[config.mk]
export PLATFORM = sky130hd
export DESIGN_NAME = letter_step_detect
export DESIGN_NICKNAME = d
export VERILOG_FILES = /design/src/rtl/ltr_pkg.sv /design/src/rtl/ltr_hist.sv /design/src/rtl/ltr_succ.sv /design/src/rtl/letter_step_detect.sv
export SDC_FILE = /design/constraint.sdc
export NUM_CORES = 1
export LEC_CHECK = 0
export ABC_CLOCK_PERIOD_IN_PS = 1400
export BUFFER_PORTS_ARGS = -buffer_cell sky130_fd_sc_hd__buf_2
export CAP_MARGIN = 10
export CORE_AREA = 2 2 39 41
export DETAILED_ROUTE_END_ITERATION = 16
export DIE_AREA = 0 0 41 43
export GPL_TIMING_DRIVEN = 0
export HOLD_SLACK_MARGIN = 0.08
export SLEW_MARGIN = 20
export SYNTH_ARGS = -nofsm -noshare
export SYNTH_HDL_FRONTEND = slang
export SYNTH_HIERARCHICAL = 1
export SYNTH_SLANG_ARGS = --single-unit
[constraint.sdc]
create_clock -name clk -period 1.4 [get_ports clk]
set_input_delay 0.14 -clock clk [delete_from_list [all_inputs] [get_ports clk]]
set_output_delay 0.14 -clock clk [all_outputs]
set_load 0.1 [all_outputs]
[src/rtl/ltr_pkg.sv]
package ltr_pkg;
    localparam int SYM_W = 2;

    typedef logic [SYM_W-1:0] sym_t;

    typedef struct packed {
        sym_t prev;
        logic have;
    } hist_t;
endpackage

[src/rtl/ltr_hist.sv]
module ltr_hist
    import ltr_pkg::*;
(
    input  logic clk,
    input  logic rst,
    input  logic load,
    input  sym_t sym,
    output sym_t prev,
    output logic have
);
    hist_t st_d, st_q;

    always_comb begin
        st_d = st_q;
        if (rst) begin
            st_d.prev = '0;
            st_d.have = 1'b0;
        end else if (load) begin
            st_d.prev = sym;
            st_d.have = 1'b1;
        end
    end

    always_ff @(posedge clk) begin
        st_q <= st_d;
    end

    assign prev = st_q.prev;
    assign have = st_q.have;
endmodule

[src/rtl/ltr_succ.sv]
module ltr_succ
    import ltr_pkg::*;
(
    input  sym_t prev,
    input  logic have,
    input  sym_t sym,
    output logic is_step
);
    localparam sym_t ONE  = sym_t'(1);
    localparam sym_t LAST = '1;

    sym_t next_d;
    logic step_d;

    always_comb begin
        next_d = prev + ONE;
        step_d = have && (prev != LAST) && (sym == next_d);
    end

    assign is_step = step_d;
endmodule

[src/rtl/letter_step_detect.sv]
module letter_step_detect
    import ltr_pkg::*;
(
    input  logic             clk,
    input  logic             rst,
    input  logic             sym_valid,
    input  logic [SYM_W-1:0] sym_in,
    output logic             hit
);
    sym_t prev_q;
    logic have_q;
    logic step_d;

    ltr_hist u_hist (
        .clk  (clk),
        .rst  (rst),
        .load (sym_valid),
        .sym  (sym_in),
        .prev (prev_q),
        .have (have_q)
    );

    ltr_succ u_succ (
        .prev    (prev_q),
        .have    (have_q),
        .sym     (sym_in),
        .is_step (step_d)
    );

    assign hit = !rst && sym_valid && step_d;
endmodule

==> impl_metrics.json <==
{
  "run_status": "finished with violations",
  "violated_checks": "setup timing",
  "cp.required_ns": 1.26,
  "fin_tns_setup_ns": -0.291,
  "cts_sinks": 3,
  "final.period_utilization_pct": 121,
  "area.growth.synth_to_final_pct": 80.7,
  "track_usage_pct": 4.82,
  "synthMostInstantiatedCell": "nor2_1",
  "ys_ff_latch": 3,
  "post_drt_via_cell_ratio": 3.35,
  "first_global_vias": 126,
  "synth_seq_area_share_pct": 40.3,
  "firstDrtPassIters": 2,
  "number_of_antenna_violations_at_the_first_check_in_global_routing": 0,
  "path_max_fanout": 2,
  "ys_top_cells_by_area": "dfxtp_1 40%, mux2i_1 13%, nor2_1 10%",
  "post_synth_most_frequent_cells": "4 x nor2_1, 3 x dfxtp_1, 2 x mux2i_1",
  "postLayoutSetupSlackWorst_ns": -0.291,
  "timing_max_transition_violations_final": 0,
  "number_of_buffers_created_by_cts": 3,
  "finalSetupViolations": 1,
  "fmaxAchievable_ghz": 0.592,
  "drive_above_1_share_pct": 62.5,
  "postSynthNetCount": 20,
  "coreArea_mm2": 0.00138,
  "detail_route.wl_per_cell_um": 7.55,
  "critPathMaxStageDelay_ns": 0.33,
  "ant_nets": 0,
  "initialDrtViolationCount": 1,
  "place_congestion": 0.584,
  "syn-cell-area_um2": 149,
  "grt_first_pass_wirelength_um": 462,
  "wl_um": 302,
  "grt_setup_unrepaired": "yes",
  "cell_accounting_for_the_most_synthesized_area": "dfxtp_1",
  "placementRows": 14,
  "netlist.area_leader.share_pct": 40.3,
  "utilization_pct": 19.4,
  "detailroute.via_count": 134,
  "synth.avg_cell_area_um2": 10.6,
  "clock_tree_from_tritoncts": "built",
  "pwr_density_cell_mw_per_mm2": 1090,
  "overflow": 0,
  "relSlewSlack_pct": 86.7,
  "setup.worst_path.end_class": "primary output",
  "path_clk_slew_ns": 0.04,
  "ys_types": 8,
  "pin_count_of_the_biggest_net_entering_global_routing": 5,
  "clock_tree.buffer_depth": 2,
  "slowest_stage": "dfxtp_2",
  "cts_max_level": 1,
  "fin_nets": 31,
  "timing_worst_slew_pin_value_ns": 0.199,
  "crit_path_start_kind": "flip-flop",
  "critical_path_buf_inv_count": 1,
  "insertedDiodeCount": 0,
  "finalHoldViolations": 0,
  "die_w_um": 41,
  "p_leak_uw": 0.000111,
  "pin_count": 6,
  "drcViolationCount": 0,
  "timing.hold.ws_ns": 0.106,
  "clock_period_minus_worst_slack_ns": 1.69,
  "crit_chain": "ha_4 > xor2_2 > nor4b_2 > and3b_4 > buf_12",
  "finish.cell_count_without_fillers": 40,
  "clock-skew-final_ns": 0,
  "worst-endpoint-arrival_ns": 1.55,
  "worstSetupPathType": "reg2out",
  "synthFlopType": "dfxtp_1",
  "worst_hold_path_type": "in2reg",
  "dp.cells": 35,
  "async_flop_share_pct": 0,
  "synth_edf_count": 0,
  "peakVddDrop_mv": 0.307,
  "initial_utilization_pct": 10.8,
  "fp.dieArea_mm2": 0.00176,
  "clock_tree.root_cell": "clkbuf_4",
  "die-height_um": 43,
  "critPathTopFamily": "simple AND/OR/NAND/NOR gates",
  "clk-insertion-delay-late_ns": 0.23,
  "cap_viol_max_count": 0,
  "synth_warnings": 6,
  "syn-instance-count": 14,
  "number_of_port_buffers": 5
}
cells in the final DEF (no fill, tap or decap):
cell and n:
and3b_4 1, buf_12 1, buf_2 4, buf_4 1, clkbuf_1 1, clkbuf_4 3
dfxtp_1 1, dfxtp_2 2, ha_4 1, mux2i_1 2, nor2_1 4, nor4b_2 1
xnor2_1 1, xor2_2 1
flip-flops by register name, indices dropped and copies added, names as in the netlist:
| register | count |
|---|---|
| u_hist/have | 1 |
| u_hist/prev | 2 |
routing by layer:
layer  vias to the layer above  global-route usage, %  part of all wire (%)
li1                         68                      -                     -
met3                         0                   6.28                    13
met5                         -                      0                     0
met4                         0                   6.00                     0
met1                        60                   3.54                    48
met2                         6                   5.00                    39
cell type report:
class,instances,area [um^2]
multi-input cells,11,113
fillers,157,1110
clock buffers,4,26.3
well taps,16,20.0
flip-flops and latches,3,62.6
repair buffers,6,47.5
what timing repair did:
action | CTS | global route
endpoints found under the setup margin | 1 | 1
buffers inserted | 1 | 0
cloned | 0 | 0
endpoints found under the hold margin | 0 | 0
hold buffers | 0 | 0
resized for setup | 5 | 0
pin swaps | 3 | 0
final timing paths:
check                    to  depth (start not counted)            from  slack, ns
max                     hit                          5  u_hist/prev[0]      -0.29
min          u_hist/prev[1]                          2             rst       0.11
max reg2reg  u_hist/prev[0]                          3  u_hist/prev[0]       0.66
min reg2reg     u_hist/have                          2     u_hist/have       0.47
through the flow:
step	instance area [um^2]	setup slack, ns	power, uW
final	269	-0.291	293
after detailed placement	213	-0.315	136
after floorplan	168	-0.108	123
after CTS	269	-0.295	302
after global routing	269	-0.380	318
after global placement	213	-0.318	135
report_power, final:
part | leakage (uW) | internal (uW) | switching [uW] | total, uW
clock | 0.0000150 | 107 | 44.4 | 151
sequential | 0.0000256 | 92.2 | 4.18 | 96.4
combinational | 0.0000702 | 24.7 | 20.9 | 45.7
total | 0.000111 | 224 | 69.5 | 293
kinds of logic (layout without fill, tap and decap cells):
group         after synthesis  after routing  share of synthesized area [%]
fa+ha+maj                   1              1                           8.40
mux                         2              2                           13.4
simple gates                6              6                           26.0
xor+xnor                    2              2                           11.8
buf+inv                     0             10                              0
flops                       3              3                           40.3
Power figures use the tool's default switching activity.
